**src/rtl/lktlb_pkg.sv**
```systemverilog
package lktlb_pkg;
  localparam int VA_W     = 32;
  localparam int PG_SHIFT = 12;
  localparam int PN_W     = VA_W - PG_SHIFT;
  localparam int ASID_W   = 8;
  localparam int DOM_W    = 4;
  localparam int TEX_W    = 3;

  typedef enum logic [1:0] {
    SZ_16M = 2'b00,
    SZ_4K  = 2'b01,
    SZ_64K = 2'b10,
    SZ_1M  = 2'b11
  } reg_size_e;

  typedef enum logic [1:0] {
    ACC_RD  = 2'b00,
    ACC_WR  = 2'b01,
    ACC_IF  = 2'b10,
    ACC_RSV = 2'b11
  } acc_e;

  typedef struct packed {
    logic              valid;
    logic [PN_W-1:0]   vpn;
    logic              glob;
    logic [ASID_W-1:0] asid;
    logic [PN_W-1:0]   ppn;
    logic              nsa;
    logic              nstid;
    reg_size_e         size;
    logic              apx;
    logic [1:0]        ap;
    logic              xn;
    logic [DOM_W-1:0]  domain;
    logic [TEX_W-1:0]  tex;
    logic              c;
    logic              b;
    logic              s;
  } lk_entry_t;

  // page-number bits that take part in the compare for a region size
  function automatic logic [PN_W-1:0] keep_mask(reg_size_e sz);
    logic [PN_W-1:0] ones;
    ones = '1;
    unique case (sz)
      SZ_4K:   return ones;
      SZ_64K:  return ones << 4;
      SZ_1M:   return ones << 8;
      default: return ones << 12;
    endcase
  endfunction

  function automatic logic ent_match(lk_entry_t e, logic [PN_W-1:0] vpn,
                                     logic [ASID_W-1:0] asid, logic ns);
    logic [PN_W-1:0] m;
    m = keep_mask(e.size);
    return e.valid && (((vpn ^ e.vpn) & m) == '0) &&
           (e.glob || (e.asid == asid)) && (e.nstid == ns);
  endfunction
endpackage

```
**src/rtl/lktlb_store.sv**
```systemverilog
module lktlb_store
  import lktlb_pkg::*;
#(
  parameter  int N_ENT = 8,
  localparam int IDX_W = $clog2(N_ENT)
) (
  input  logic                   clk_i,
  input  logic                   rst_ni,
  input  logic                   wr_en_i,
  input  logic [IDX_W-1:0]       wr_idx_i,
  input  lk_entry_t              wr_ent_i,
  output lk_entry_t [N_ENT-1:0]  ents_o
);
  lk_entry_t [N_ENT-1:0] ents_q;
  lk_entry_t             wr_fixed;

  always_comb begin
    wr_fixed     = wr_ent_i;
    // a non-secure entry may only reach non-secure memory
    wr_fixed.nsa = wr_ent_i.nsa | wr_ent_i.nstid;
  end

  always_ff @(posedge clk_i or negedge rst_ni) begin
    if (!rst_ni) ents_q <= '0;
    else if (wr_en_i && (int'(wr_idx_i) < N_ENT)) ents_q[wr_idx_i] <= wr_fixed;
  end

  assign ents_o = ents_q;

  a_r5_nsa_forced: assert property (@(posedge clk_i) disable iff (!rst_ni)
    (wr_en_i && wr_ent_i.nstid) |=> ents_q[$past(wr_idx_i)].nsa);
endmodule

```
**src/rtl/lktlb_match.sv**
```systemverilog
module lktlb_match
  import lktlb_pkg::*;
#(
  parameter  int N_ENT = 8,
  localparam int IDX_W = $clog2(N_ENT)
) (
  input  lk_entry_t [N_ENT-1:0] ents_i,
  input  logic [PN_W-1:0]       vpn_i,
  input  logic [ASID_W-1:0]     asid_i,
  input  logic                  ns_i,
  output logic [N_ENT-1:0]      match_o,
  output logic [N_ENT-1:0]      grant_o,
  output logic [IDX_W-1:0]      sel_idx_o,
  output logic                  any_o
);
  for (genvar g = 0; g < N_ENT; g++) begin : g_cmp
    assign match_o[g] = ent_match(ents_i[g], vpn_i, asid_i, ns_i);
  end

  // lowest index wins
  always_comb begin
    sel_idx_o = '0;
    for (int i = N_ENT - 1; i >= 0; i--) begin
      if (match_o[i]) sel_idx_o = IDX_W'(i);
    end
    any_o   = |match_o;
    grant_o = any_o ? (N_ENT'(1) << sel_idx_o) : '0;
  end
endmodule

```
**src/rtl/lktlb_perm.sv**
```systemverilog
module lktlb_perm
  import lktlb_pkg::*;
(
  input  logic       apx_i,
  input  logic [1:0] ap_i,
  input  logic       xn_i,
  input  logic       priv_i,
  input  acc_e       acc_i,
  output logic       perm_fault_o,
  output logic       dom_fault_o
);
  logic rd_ok, wr_ok, need_ok;

  always_comb begin
    unique case ({apx_i, ap_i})
      3'b000:  begin rd_ok = 1'b0;   wr_ok = 1'b0;   end
      3'b001:  begin rd_ok = priv_i; wr_ok = priv_i; end
      3'b010:  begin rd_ok = 1'b1;   wr_ok = priv_i; end
      3'b011:  begin rd_ok = 1'b1;   wr_ok = 1'b1;   end
      3'b101:  begin rd_ok = priv_i; wr_ok = 1'b0;   end
      3'b110,
      3'b111:  begin rd_ok = 1'b1;   wr_ok = 1'b0;   end
      default: begin rd_ok = 1'b0;   wr_ok = 1'b0;   end
    endcase
    need_ok      = (acc_i == ACC_WR) ? wr_ok : rd_ok;
    dom_fault_o  = apx_i && (ap_i == 2'b00);
    perm_fault_o = !dom_fault_o && (!need_ok || ((acc_i == ACC_IF) && xn_i));
  end
endmodule

```
**src/rtl/lktlb_lookup.sv**
```systemverilog
module lktlb_lookup
  import lktlb_pkg::*;
#(
  parameter  int N_ENT = 8,
  localparam int IDX_W = $clog2(N_ENT)
) (
  input  logic                  clk_i,
  input  logic                  rst_ni,
  input  logic                  wr_en_i,
  input  logic [IDX_W-1:0]      wr_idx_i,
  input  logic                  wr_valid_i,
  input  logic [PN_W-1:0]       wr_vpn_i,
  input  logic                  wr_global_i,
  input  logic [ASID_W-1:0]     wr_asid_i,
  input  logic [PN_W-1:0]       wr_ppn_i,
  input  logic                  wr_nsa_i,
  input  logic                  wr_nstid_i,
  input  logic [1:0]            wr_size_i,
  input  logic                  wr_apx_i,
  input  logic [1:0]            wr_ap_i,
  input  logic                  wr_xn_i,
  input  logic [DOM_W-1:0]      wr_domain_i,
  input  logic [TEX_W-1:0]      wr_tex_i,
  input  logic                  wr_c_i,
  input  logic                  wr_b_i,
  input  logic                  wr_s_i,
  input  logic                  lookup_i,
  input  logic [VA_W-1:0]       va_i,
  input  logic [ASID_W-1:0]     asid_i,
  input  logic                  priv_i,
  input  logic [1:0]            acc_i,
  input  logic                  ns_i,
  output logic                  res_valid_o,
  output logic                  hit_o,
  output logic                  miss_o,
  output logic [VA_W-1:0]       pa_o,
  output logic                  ns_o,
  output logic [DOM_W-1:0]      domain_o,
  output logic [TEX_W-1:0]      tex_o,
  output logic                  c_o,
  output logic                  b_o,
  output logic                  s_o,
  output logic                  perm_fault_o,
  output logic                  dom_fault_o
);
  lk_entry_t             wr_ent;
  lk_entry_t [N_ENT-1:0] ents;
  lk_entry_t             sel;
  logic [N_ENT-1:0]      match, grant, valid_vec;
  logic [IDX_W-1:0]      sel_idx;
  logic                  any;
  logic                  pf_raw, df_raw;
  logic [PN_W-1:0]       m_sel;
  logic [VA_W-1:0]       pa_nx;

  always_comb begin
    wr_ent        = '0;
    wr_ent.valid  = wr_valid_i;
    wr_ent.vpn    = wr_vpn_i;
    wr_ent.glob   = wr_global_i;
    wr_ent.asid   = wr_asid_i;
    wr_ent.ppn    = wr_ppn_i;
    wr_ent.nsa    = wr_nsa_i;
    wr_ent.nstid  = wr_nstid_i;
    wr_ent.size   = reg_size_e'(wr_size_i);
    wr_ent.apx    = wr_apx_i;
    wr_ent.ap     = wr_ap_i;
    wr_ent.xn     = wr_xn_i;
    wr_ent.domain = wr_domain_i;
    wr_ent.tex    = wr_tex_i;
    wr_ent.c      = wr_c_i;
    wr_ent.b      = wr_b_i;
    wr_ent.s      = wr_s_i;
  end

  lktlb_store #(.N_ENT(N_ENT)) u_store (
    .clk_i   (clk_i),
    .rst_ni  (rst_ni),
    .wr_en_i (wr_en_i),
    .wr_idx_i(wr_idx_i),
    .wr_ent_i(wr_ent),
    .ents_o  (ents)
  );

  lktlb_match #(.N_ENT(N_ENT)) u_match (
    .ents_i   (ents),
    .vpn_i    (va_i[VA_W-1:PG_SHIFT]),
    .asid_i   (asid_i),
    .ns_i     (ns_i),
    .match_o  (match),
    .grant_o  (grant),
    .sel_idx_o(sel_idx),
    .any_o    (any)
  );

  assign sel = ents[sel_idx];

  lktlb_perm u_perm (
    .apx_i       (sel.apx),
    .ap_i        (sel.ap),
    .xn_i        (sel.xn),
    .priv_i      (priv_i),
    .acc_i       (acc_e'(acc_i)),
    .perm_fault_o(pf_raw),
    .dom_fault_o (df_raw)
  );

  always_comb begin
    m_sel = keep_mask(sel.size);
    pa_nx = {(sel.ppn & m_sel) | (va_i[VA_W-1:PG_SHIFT] & ~m_sel),
             va_i[PG_SHIFT-1:0]};
    for (int i = 0; i < N_ENT; i++) valid_vec[i] = ents[i].valid;
  end

  always_ff @(posedge clk_i or negedge rst_ni) begin
    if (!rst_ni) begin
      res_valid_o  <= 1'b0;
      hit_o        <= 1'b0;
      miss_o       <= 1'b0;
      pa_o         <= '0;
      ns_o         <= 1'b0;
      domain_o     <= '0;
      tex_o        <= '0;
      c_o          <= 1'b0;
      b_o          <= 1'b0;
      s_o          <= 1'b0;
      perm_fault_o <= 1'b0;
      dom_fault_o  <= 1'b0;
    end else begin
      res_valid_o <= lookup_i;
      if (lookup_i) begin
        hit_o        <= any;
        miss_o       <= !any;
        pa_o         <= any ? pa_nx : '0;
        ns_o         <= any && sel.nsa;
        domain_o     <= any ? sel.domain : '0;
        tex_o        <= any ? sel.tex : '0;
        c_o          <= any && sel.c;
        b_o          <= any && sel.b;
        s_o          <= any && sel.s;
        perm_fault_o <= any && pf_raw;
        dom_fault_o  <= any && df_raw;
      end
    end
  end

  a_r11_strobe_to_valid: assert property (@(posedge clk_i) disable iff (!rst_ni)
    lookup_i |=> res_valid_o);
  a_r11_idle_holds: assert property (@(posedge clk_i) disable iff (!rst_ni)
    !lookup_i |=> (!res_valid_o && $stable(pa_o) && $stable(hit_o) && $stable(perm_fault_o)));
  a_r10_miss_quiet: assert property (@(posedge clk_i) disable iff (!rst_ni)
    (res_valid_o && miss_o) |-> (!perm_fault_o && !dom_fault_o && pa_o == '0));
  a_r10_hit_xor_miss: assert property (@(posedge clk_i) disable iff (!rst_ni)
    res_valid_o |-> (hit_o != miss_o));
  a_r7_fault_excl: assert property (@(posedge clk_i) disable iff (!rst_ni)
    !(perm_fault_o && dom_fault_o));
  a_r9_grant_onehot: assert property (@(posedge clk_i) disable iff (!rst_ni)
    $onehot0(grant));
  a_r9_grant_lowest: assert property (@(posedge clk_i) disable iff (!rst_ni)
    (((grant - N_ENT'(1)) & match) == '0) && ((grant & ~match) == '0));
  a_r2_grant_valid: assert property (@(posedge clk_i) disable iff (!rst_ni)
    (grant & ~valid_vec) == '0);
endmodule

```
**config.mk**
```make
export PLATFORM = sky130hd
export DESIGN_NAME = lktlb_lookup
export DESIGN_NICKNAME = d
export VERILOG_FILES = /design/src/rtl/lktlb_pkg.sv /design/src/rtl/lktlb_store.sv /design/src/rtl/lktlb_match.sv /design/src/rtl/lktlb_perm.sv /design/src/rtl/lktlb_lookup.sv
export SDC_FILE = /design/constraint.sdc
export NUM_CORES = 1
export LEC_CHECK = 0
export BUFFER_PORTS_ARGS = -buffer_cell sky130_fd_sc_hd__buf_2
export CAP_MARGIN = 20
export CORE_UTILIZATION = 35
export CTS_BUF_LIST = sky130_fd_sc_hd__clkbuf_16
export CTS_CLUSTER_DIAMETER = 120
export CTS_CLUSTER_SIZE = 14
export DETAILED_ROUTE_END_ITERATION = 8
export PLACE_DENSITY_LB_ADDON = 0.15
export SLEW_MARGIN = 10
export SYNTH_ARGS = -nofsm -noshare
export SYNTH_HDL_FRONTEND = slang
export SYNTH_SLANG_ARGS = --single-unit
```
**constraint.sdc**
```tcl
create_clock -name clk_i -period 4.5 [get_ports clk_i]
set_input_delay 0.45 -clock clk_i [delete_from_list [all_inputs] [get_ports clk_i]]
set_output_delay 0.45 -clock clk_i [all_outputs]
set_load 0.02 [all_outputs]
```
Word-level counts from Yosys, hierarchy flattened
Index checks and enable logic that the tools add are counted.
W data, S select, Z words.
{"block": "op_classes", "order_cmp": 3, "n_eq_ne": 51, "muxes": 28, "n_bitwise": 21, "n_reduce_logical": 59}
{"operator": "$bwmux W544", "count": 1}
{"operator": "$pmux W12 S3", "count": 9}
{"operator": "$bmux W68 S3", "count": 1}
{"operator": "$demux W68 S3", "count": 1}
{"operator": "$and A20 B20 Y20", "count": 10}
{"operator": "$logic_not A20 Y1", "count": 8}
{"operator": "$xor A20 B20 Y20", "count": 8}
{"operator": "$mux W68", "count": 1}
{"operator": "$eq A8 B8 Y1", "count": 8}
{"operator": "$eq A2 B2 Y1 const B", "count": 19}
{"operator": "$mux W38", "count": 1}
{"operator": "$logic_and A1 B1 Y1", "count": 34}
{"operator": "$mux W32", "count": 1}
{"operator": "$mux W3", "count": 9}
{"operator": "$eq A2 B1 Y1 const B", "count": 10}
{"operator": "$not A20 Y20", "count": 1}
{"operator": "$or A20 B20 Y20", "count": 1}
{"operator": "$eq A3 B3 Y1 const B", "count": 3}
{"operator": "$logic_or A1 B1 Y1", "count": 9}
{"operator": "$eq A1 B1 Y1", "count": 8}
{"operator": "$lt A3 B4 Y1 const B", "count": 2}
{"operator": "$reduce_or A8 Y1", "count": 1}
{"operator": "$eq A3 B2 Y1 const B", "count": 2}
{"operator": "$mux W4", "count": 1}
{"operator": "9 further kinds", "count": 13}
{"block": "totals", "register_bits": 592, "in_bits": 119, "out_inout_bits": 48, "wordCells": 302}

Longest topological paths before layout
Gate-level depths: netlist (run 1).
{"block": "logic_depth", "ltp_word": 25, "depth_mapped": 20, "ltp_nobuf": 16}

Modules after synthesis
Synthesis (run 1) repeated with hierarchy kept, for this count alone.
{"block": "hier_totals", "cells_unflattened": 2016, "area_unflattened_um2": 28145.7}
{"mod": "lktlb_store", "n_inst": 1, "cells_per_inst": 1161, "area_per_inst_um2": 20434.6, "seq_area_each_um2": 13613.1}
{"mod": "lktlb_lookup", "n_inst": 1, "cells_per_inst": 436, "area_per_inst_um2": 4282.9, "seq_area_each_um2": 1201.2}
{"mod": "lktlb_match", "n_inst": 1, "cells_per_inst": 410, "area_per_inst_um2": 3360.7, "seq_area_each_um2": 0.0}
{"mod": "lktlb_perm", "n_inst": 1, "cells_per_inst": 9, "area_per_inst_um2": 67.6, "seq_area_each_um2": 0.0}

Least setup slack after synthesis (run 1)
OpenSTA, ideal clock, no wires.
{"block": "synth_timing", "kind": "input port to flip-flop", "start": "input port ns_i", "end": "register pa_o[16]", "setup_ns": 0.121, "arrival_ns": 4.067, "t_required_ns": 4.379, "slack_ns": 0.312, "stages": 19, "n_path_buf": 6, "path_cell_list": "buf_4 > xor2_1 > nor4_1 > nand4_1 > or4_1 > and3_1 > a221o_1 > buf_6 > buf_6 > buf_6 > buf_2 > a211oi_1 > a21oi_1 > mux2i_1 > ha_1 > clkbuf_1 > nor2_1 > a21oi_1 > a22o_1"}
{"block": "synth_via", "elab_chain_len": 18, "elab_cells_between_ends": 36, "cone_classes": "eq/ne (11); mux (12); bitwise (4); reduce/logical (9)"}
{"item": "start: declaration", "line_no": "lktlb_lookup.sv:32", "source": "input logic ns_i,"}
{"item": "$eq A1 B1 Y1", "line_no": "lktlb_pkg.sv:59", "source": "(e.glob || (e.asid == asid)) && (e.nstid == ns);"}
{"item": "$logic_and A1 B1 Y1", "line_no": "lktlb_pkg.sv:59"}
{"item": "$mux W3 (8 in a row)", "line_no": "lktlb_match.sv:24", "source": "if (match_o[i]) sel_idx_o = IDX_W'(i);"}
{"item": "$bmux W68 S3", "line_no": "lktlb_lookup.sv:96", "source": "assign sel = ents[sel_idx];"}
{"item": "$mux W38 (implied by the code)", "line_no": "lktlb_lookup.sv:96"}
{"item": "$eq A2 B2 Y1 / $eq A2 B1 Y1 (equally long branches)", "line_no": "lktlb_pkg.sv:46", "source": "unique case (sz)"}
{"item": "$pmux W12 S3", "line_no": "lktlb_pkg.sv:46"}
{"item": "$not A20 Y20", "line_no": "lktlb_lookup.sv:110", "source": "pa_nx = {(sel.ppn & m_sel) | (va_i[VA_W-1:PG_SHIFT] & ~m_sel),"}
{"item": "$and A20 B20 Y20", "line_no": "lktlb_lookup.sv:110"}
{"item": "$or A20 B20 Y20", "line_no": "lktlb_lookup.sv:110"}
{"item": "$mux W32 (*)", "line_no": "lktlb_lookup.sv:134", "source": "pa_o <= any ? pa_nx : '0;"}
{"item": "end signal: assignment", "line_no": "lktlb_lookup.sv:134"}
{"item": "end: declaration", "line_no": "lktlb_lookup.sv:36", "source": "output logic [VA_W-1:0] pa_o,"}
Mark *: on every way between the ends. The rest lies on a longest branch, timed or not. The select of a mux whose other input is x is not followed.
A chain may end at the register's enable or synchronous reset.

Final worst setup path (run 1)
{"block": "layout_timing", "start": "register u_store.ents_q (netlist bit u_store.ents_o[62])", "end": "register pa_o[19]"}
{"block": "layout_via", "elab_chain_len": 15, "elab_cells_between_ends": 19, "cone_classes": "eq/ne (3); mux (5); bitwise (6); reduce/logical (5)"}
{"item": "start: declaration", "line_no": "lktlb_store.sv:14", "source": "lk_entry_t [N_ENT-1:0] ents_q;"}
{"item": "$xor A20 B20 Y20 (*)", "line_no": "lktlb_pkg.sv:58", "source": "return e.valid && (((vpn ^ e.vpn) & m) == '0) &&"}
{"item": "$and A20 B20 Y20 (*)", "line_no": "lktlb_pkg.sv:58"}
{"item": "$logic_not A20 Y1 (*)", "line_no": "lktlb_pkg.sv:58"}
{"item": "$logic_and A1 B1 Y1 (*) (2 in a row)", "line_no": "lktlb_pkg.sv:58"}
{"item": "$logic_and A1 B1 Y1 (*)", "line_no": "lktlb_pkg.sv:59"}
{"item": "$mux W3", "line_no": "lktlb_match.sv:24"}
{"item": "$bmux W68 S3", "line_no": "lktlb_lookup.sv:96"}
{"item": "$mux W38 (implied by the code)", "line_no": "lktlb_lookup.sv:96"}
{"item": "$eq A2 B2 Y1 / $eq A2 B1 Y1 (equally long branches)", "line_no": "lktlb_pkg.sv:46"}
{"item": "$pmux W12 S3", "line_no": "lktlb_pkg.sv:46"}
{"item": "$not A20 Y20", "line_no": "lktlb_lookup.sv:110"}
{"item": "$and A20 B20 Y20", "line_no": "lktlb_lookup.sv:110"}
{"item": "$or A20 B20 Y20", "line_no": "lktlb_lookup.sv:110"}
{"item": "$mux W32 (*)", "line_no": "lktlb_lookup.sv:134"}
Marked as above.

==> results of run 1 <==
flip-flops by register name, summed over array words and instances (netlist names), 3 cells and up:
signal	flops
u_store.ents_o	544
pa_o	32
domain_o	4
tex_o	3
cell usage after synthesis, types with 5 or more instances:
cell type,n
dfrtp_1,592
mux2_2,573
mux2i_1,131
xor2_1,118
xnor2_1,114
clkbuf_1,81
o21ai_0,56
nor2_1,55
nand2_1,53
a21oi_1,43
buf_2,38
nand4_1,36
inv_1,29
a22o_1,24
nor4_1,22
o22ai_1,19
ha_1,18
a211oi_1,14
nor3_1,14
o41ai_1,9
a41oi_1,8
buf_4,7
and4_1,6
o21ai_1,6
a41o_1,5
buf_1,5
buf_6,5
metal layers:
layer | track usage | routed length, um
met5 | 0 | 73
met4 | 0.0416 | 1520
met3 | 0.0298 | 2730
met2 | 0.301 | 34900
met1 | 0.268 | 36400
power by group:
part	switching [W]	internal, W	total, W	leakage [nW]
combinational	0.00125	0.00148	0.00273	5.44
clock	0.00188	0.00193	0.00381	0.619
sequential	0.000623	0.00640	0.00702	7.19
total	0.00375	0.00981	0.0136	13.2
area by class of cell:
| class | count | area [um2] |
|---|---|---|
| clock inverter | 3 | 28.8 |
| clock buffer | 49 | 1230 |
| tap | 1050 | 1310 |
| inverter | 29 | 109 |
| sequential | 592 | 14800 |
| timing repair buffer | 230 | 1560 |
| multi-input combinational | 1371 | 12500 |
| fill | 7511 | 47500 |
cell families after synthesis:
kind of cell    Yosys count  synth area share
mux                     707             0.279
fa+ha+maj                18           0.00804
flops                   592             0.529
xor+xnor                232            0.0725
buf+inv                 165            0.0261
simple gates            213            0.0390
compound gates          201            0.0466
timing repair:
| item | in CTS | in global routing |
|---|---|---|
| gates resized for setup | 0 | 1 |
| hold buffers | 1 | 0 |
| buffers inserted | 0 | 0 |
| endpoints found under the hold margin | 83 | 0 |
| endpoints found under the setup margin | 0 | 4 |
worst paths after layout:
| path | end | from | cells past startpoint |
|---|---|---|---|
| max | pa_o[19] | u_store.ents_o[62] | 14 |
| min | pa_o[8] | va_i[8] | 2 |
| max reg2reg | pa_o[19] | u_store.ents_o[62] | 14 |
| min reg2reg | u_store.ents_o[425] | u_store.ents_o[425] | 2 |
| max in group asynchronous | u_store.ents_o[396] | rst_ni | 3 |
| min in group asynchronous | u_store.ents_o[40] | rst_ni | 2 |
through the flow:
step | utilization | total power, W | cell area [um2] | setup WS [ns]
finish | 0.399 | 0.0136 | 31600 | 0.274
global route | 0.399 | 0.0144 | 31600 | 0.104
CTS | 0.399 | 0.0138 | 31600 | 0.213
detailed placement | 0.383 | 0.00988 | 30300 | 0.0731
global placement | 0.383 | 0.00976 | 30300 | 0.137
floorplan | - | 0.00892 | 28000 | 0.312
==> metrics.cfg, run 1 <==
[status]
status = finished clean

[critical_path]
path_buf_inv = 2
end_kind = register
cp_top_family = compound AO/OA/AOI/OAI gates
worst-path-max-fanout = 18
path_class = reg -> reg
crit_required_ns = 4.98
worstSetupStartpointType = register
arrival_ns = 4.71
r2r_setup_slack_ns = 0.27
crit_chain = xor2_1 > nor4_2 > buf_4 > nand4_1 > or4_1 > and3_1 > a221o_4 > o211ai_1 > o21ai_0 > o21a_1 > ha_1 > buf_4 > a21oi_1 > a22o_1
crit_slowest_cell = or4_1
crit_path_frequent_cell = buf_4
critPathMaxStageDelay_ns = 0.60

[sta]
hold_viol = 0
tns_ns = 0
period_share = 0.939
max_slew.worst_pin.slew_ns = 0.997
rsz0062_at_grt = false
hold_slack_ns = 0.0860
max-slew-margin-rel = 0.333
fin_worst_skew_ns = 0.0222
min_period_ns = 4.23
slew_viol_final = 0
fmaxAchievable_mhz = 237
finalSetupViolCount = 0

[cts]
cts_max_path_buffers = 3
clk_pin_slew_ns = 0.07
htreeDepth = 2
cts_root_buffer = clkbuf_16
cts.sinks = 592
clkLatencyLatePin_ns = 0.60
cts_buffers = 48
cts_tree = built

[floorplanning]
core-area_mm2 = 0.0791
start_util = 0.354
boundaryPins = 167
die_area_mm2 = 0.0812
dieWidth_um = 285
die_h_um = 285
core.rowCount = 103

[global_routing]
grt_usage = 0.188
grt_max_degree = 106
antenna_found_initial = 13
grt_pass1_vias = 18300
overflow = 0
grt_first_pass_wirelength_mm = 117

[route]
wire_per_inst_um = 22.7
drcViolationCount = 0
route.vias.total = 17400
dr.pass1.iters = 5
routed_via_density = 5.24
finalWirelength_mm = 75.6
postRouteAntennaNets = 0
drtIter0Drc = 782

[place]
finalWeightedCongestion = 0.828
port-buffer-count = 166
numPlacedInstances = 3271
place_hpwl_mm = 48.0

[pwr]
powerDensity_mw_per_mm2 = 429
p_leak_nw = 13.2
peakVddDrop_mv = 0.215

[logic_synthesis]
synth-seq-cells = 592
syn_avg_cell_area_um2 = 13.2
synth.area.top_cells = dfrtp_1 53%, mux2_2 23%, mux2i_1 4.7%
synth_edf_count = 0
yosys.area.top_type = dfrtp_1
ys.flop_type = dfrtp_1
synth_area_mm2 = 0.0280
ys_warn_count = 0
synth.distinct_cells = 54
netlist_instances = 2128
synth-seq-area-share = 0.529
syn_nets = 2265
synthArstFlopShare = 1.00
synth_top_area_frac = 0.529

[hold_path]
hp-class = in -> reg

[finish]
layout.nets = 2409
layout_commonest_cell = dfrtp_1
mostFrequentLayoutCells = 592 x dfrtp_1, 573 x mux2_2, 165 x buf_2
post_route_cells_drive_above_1_share = 0.382
antennaDiodeCount = 0
syn_to_final_growth_pct = 12.8
final_cell_count_no_fill = 3324

[job]
max_cap_violations = 0

Note: power is estimated with default switching activity, not from simulation.
==> inputs of run 2 (changes only) <==
CTS_BUF_LIST = sky130_fd_sc_hd__clkbuf_4   (was sky130_fd_sc_hd__clkbuf_16)
GPL_ROUTABILITY_DRIVEN = 0   (was unset)
SETUP_SLACK_MARGIN = 0.3   (was unset)
==> run 2 against run 1 <==
Register-to-register slack improved by 0.22 ns. Flip-flop and latch count unchanged. Sequential share of layout area down 0.10 points. Highest routed layer unchanged. Critical endpoint is now perm_fault_o. Power down 11%. Combinational power up 3%. Largest power group unchanged. Final cell count up 2.6%. First-iteration DRC count up 13%. Routed wire length up 1.1%. Clock skew rose by 0.043 ns. Clock power is 42% lower. Maximum frequency rose by 5.6%. Critical path depth rose by 1.
==> metrics.cfg, run 2 (synthesis results as in run 1) <==
[status]
status = finished clean

[sta]
hold_slack_ns = 0.141
rsz0062_at_grt = false
fmaxAchievable_mhz = 250
max_slew.worst_pin.slew_ns = 1.01
max-slew-margin-rel = 0.327
fin_worst_skew_ns = 0.0657
slew_viol_final = 0
min_period_ns = 4.00
finalSetupViolCount = 0
tns_ns = 0
hold_viol = 0
period_share = 0.889

[floorplanning]
core-area_mm2 = 0.0791
core.rowCount = 103
start_util = 0.354
boundaryPins = 167
die_area_mm2 = 0.0812
die_h_um = 285
dieWidth_um = 285

[finish]
mostFrequentLayoutCells = 592 x dfrtp_1, 573 x mux2_2, 165 x buf_2
layout_commonest_cell = dfrtp_1
layout.nets = 2496
syn_to_final_growth_pct = 13.0
post-route-util = 0.400
post_route_cells_drive_above_1_share = 0.373
final_cell_count_no_fill = 3412
design_area_mm2 = 0.0317
largest_reg_flops = 544

[critical_path]
critPathMaxStageDelay_ns = 0.49
arrival_ns = 4.74
r2r_setup_slack_ns = 0.50
reg2reg_to = perm_fault_o
crit_required_ns = 5.24
crit_slowest_cell = nor4_1
worstSetupStartpointType = register
rr_worst_depth = 15
crit_chain = xor2_1 > nor4_2 > buf_4 > nand4_1 > buf_4 > nor4_1 > or2_2 > nor3b_2 > buf_12 > buf_12 > mux2i_1 > mux2i_1 > mux2i_1 > nand4_1 > a32o_1
path_class = reg -> reg
crit_end = perm_fault_o
r2r_start = u_store.ents_o[66]
crit_path_frequent_cell = mux2i_1
end_kind = register
crit_path_start = u_store.ents_o[66]
worst-path-max-fanout = 21

[pwr]
p_seq_frac = 0.583
powerDensity_mw_per_mm2 = 379
p_leak_nw = 13.2
comb_power_share = 0.234
p_sw_w = 0.00357
clkPwrFrac = 0.183
swShare = 0.298
peakVddDrop_mv = 0.147
p_int_w = 0.00844

[route]
route.vias.total = 17700
drcViolationCount = 0
postRouteAntennaNets = 0
finalWirelength_mm = 76.4
routed_via_density = 5.20
drtIter0Drc = 882
wire_per_inst_um = 22.4
dr.pass1.iters = 5

[place]
numPlacedInstances = 3271
dpl_cell_area_mm2 = 0.0303
place_hpwl_mm = 48.0
port-buffer-count = 166

[cts]
clk_pin_slew_ns = 0.15
clkLatencyLatePin_ns = 0.87
cts_tree = built
htreeDepth = 2
cts_root_buffer = clkbuf_4
cts.sinks = 592
cts_buffers = 48
cts_max_path_buffers = 3

[global_routing]
grtUsageMet1 = 0.271
grt_busiest_layer = met2
grt_max_degree = 106
overflow = 0
grt_first_pass_wirelength_mm = 118
grtUsageMet2 = 0.302
met3_usage = 0.0266
grt_usage = 0.189
grt_pass1_vias = 18500
antenna_found_initial = 10

[hold_path]
holdCritStartpoint = priv_i
hp-class = in -> reg

[job]
max_cap_violations = 0

-- run 2: cell types whose count changed in the layout (fill, tap and decap cells not counted), moves of 2 or more --
cell           change
ha_1               -2
inv_6              -2
a221o_2            +2
ha_4               +2
clkbuf_16         -48
dlygate4sd3_1     +82
inv_2              +2
clkbuf_4          +49
-- run 2: through the flow --
| stage | total power [W] | setup WS [ns] |
|---|---|---|
| floorplan | 0.00892 | 0.312 |
| global placement | 0.00976 | 0.137 |
| detailed placement | 0.00988 | 0.0731 |
| CTS | 0.0122 | 0.304 |
| global route | 0.0128 | 0.310 |
| finish | 0.0120 | 0.498 |
-- run 2: critical path: cells and delay by family (launching register included) --
family / cells / cell delay, ns
AOI/OAI and AO/OA: 1 / 0.31
and+or+nand+nor: 6 / 1.60
muxes: 3 / 0.59
xor gates and xnor gates: 1 / 0.18
DFF: 1 / 0.44
buffers and inverters: 4 / 0.76
-- run 2: how the worst min path moves through the flow --
stage	endpoint	slack [ns]	cells past startpoint
floorplan	b_o	0.15	0
detailed placement	u_store.ents_o[425]	0.47	2
global placement	u_store.ents_o[425]	0.46	2
global route	perm_fault_o	0.1	3
CTS	perm_fault_o	0.04	3
finish	perm_fault_o	0.14	3
-- run 2: per-layer routing --
metal	vias to the layer above	wire, um	share of wire
met5	-	51	0.00067
met1	9287	36800	0.48
met3	95	2810	0.037
met2	318	35100	0.46
li1	8033	-	-
met4	6	1650	0.022
-- run 2: power groups by stage --
stage	clock network, W	logic [W]	registers (W)
after detailed placement	0	0.00275	0.00713
final	0.00220	0.00281	0.00700
after CTS	0.00237	0.00283	0.00701
after global placement	0	0.00269	0.00707
after floorplan	0	0.00197	0.00694
after global routing	0.00255	0.00310	0.00716
-- run 2: layout make-up --
cell class / instances / area (um2)
sequential: 592 / 14800
multi-input combinational: 1373 / 12600
clock inverter: 3 / 18.8
timing repair buffer: 315 / 2430
inverter: 29 / 109
tap: 1050 / 1310
antenna: 1 / 2.50
clock buffer: 49 / 368
fill: 7545 / 47500
-- run 2: what timing repair did --
action                     in CTS  in global routing
buffers inserted                0                  2
hold endpoints to repair      640                  0
hold buffers                   83                  0
resized for setup               1                 11
gates cloned                    0                  3
setup endpoints to repair       4                 28
pin swaps                       0                  6
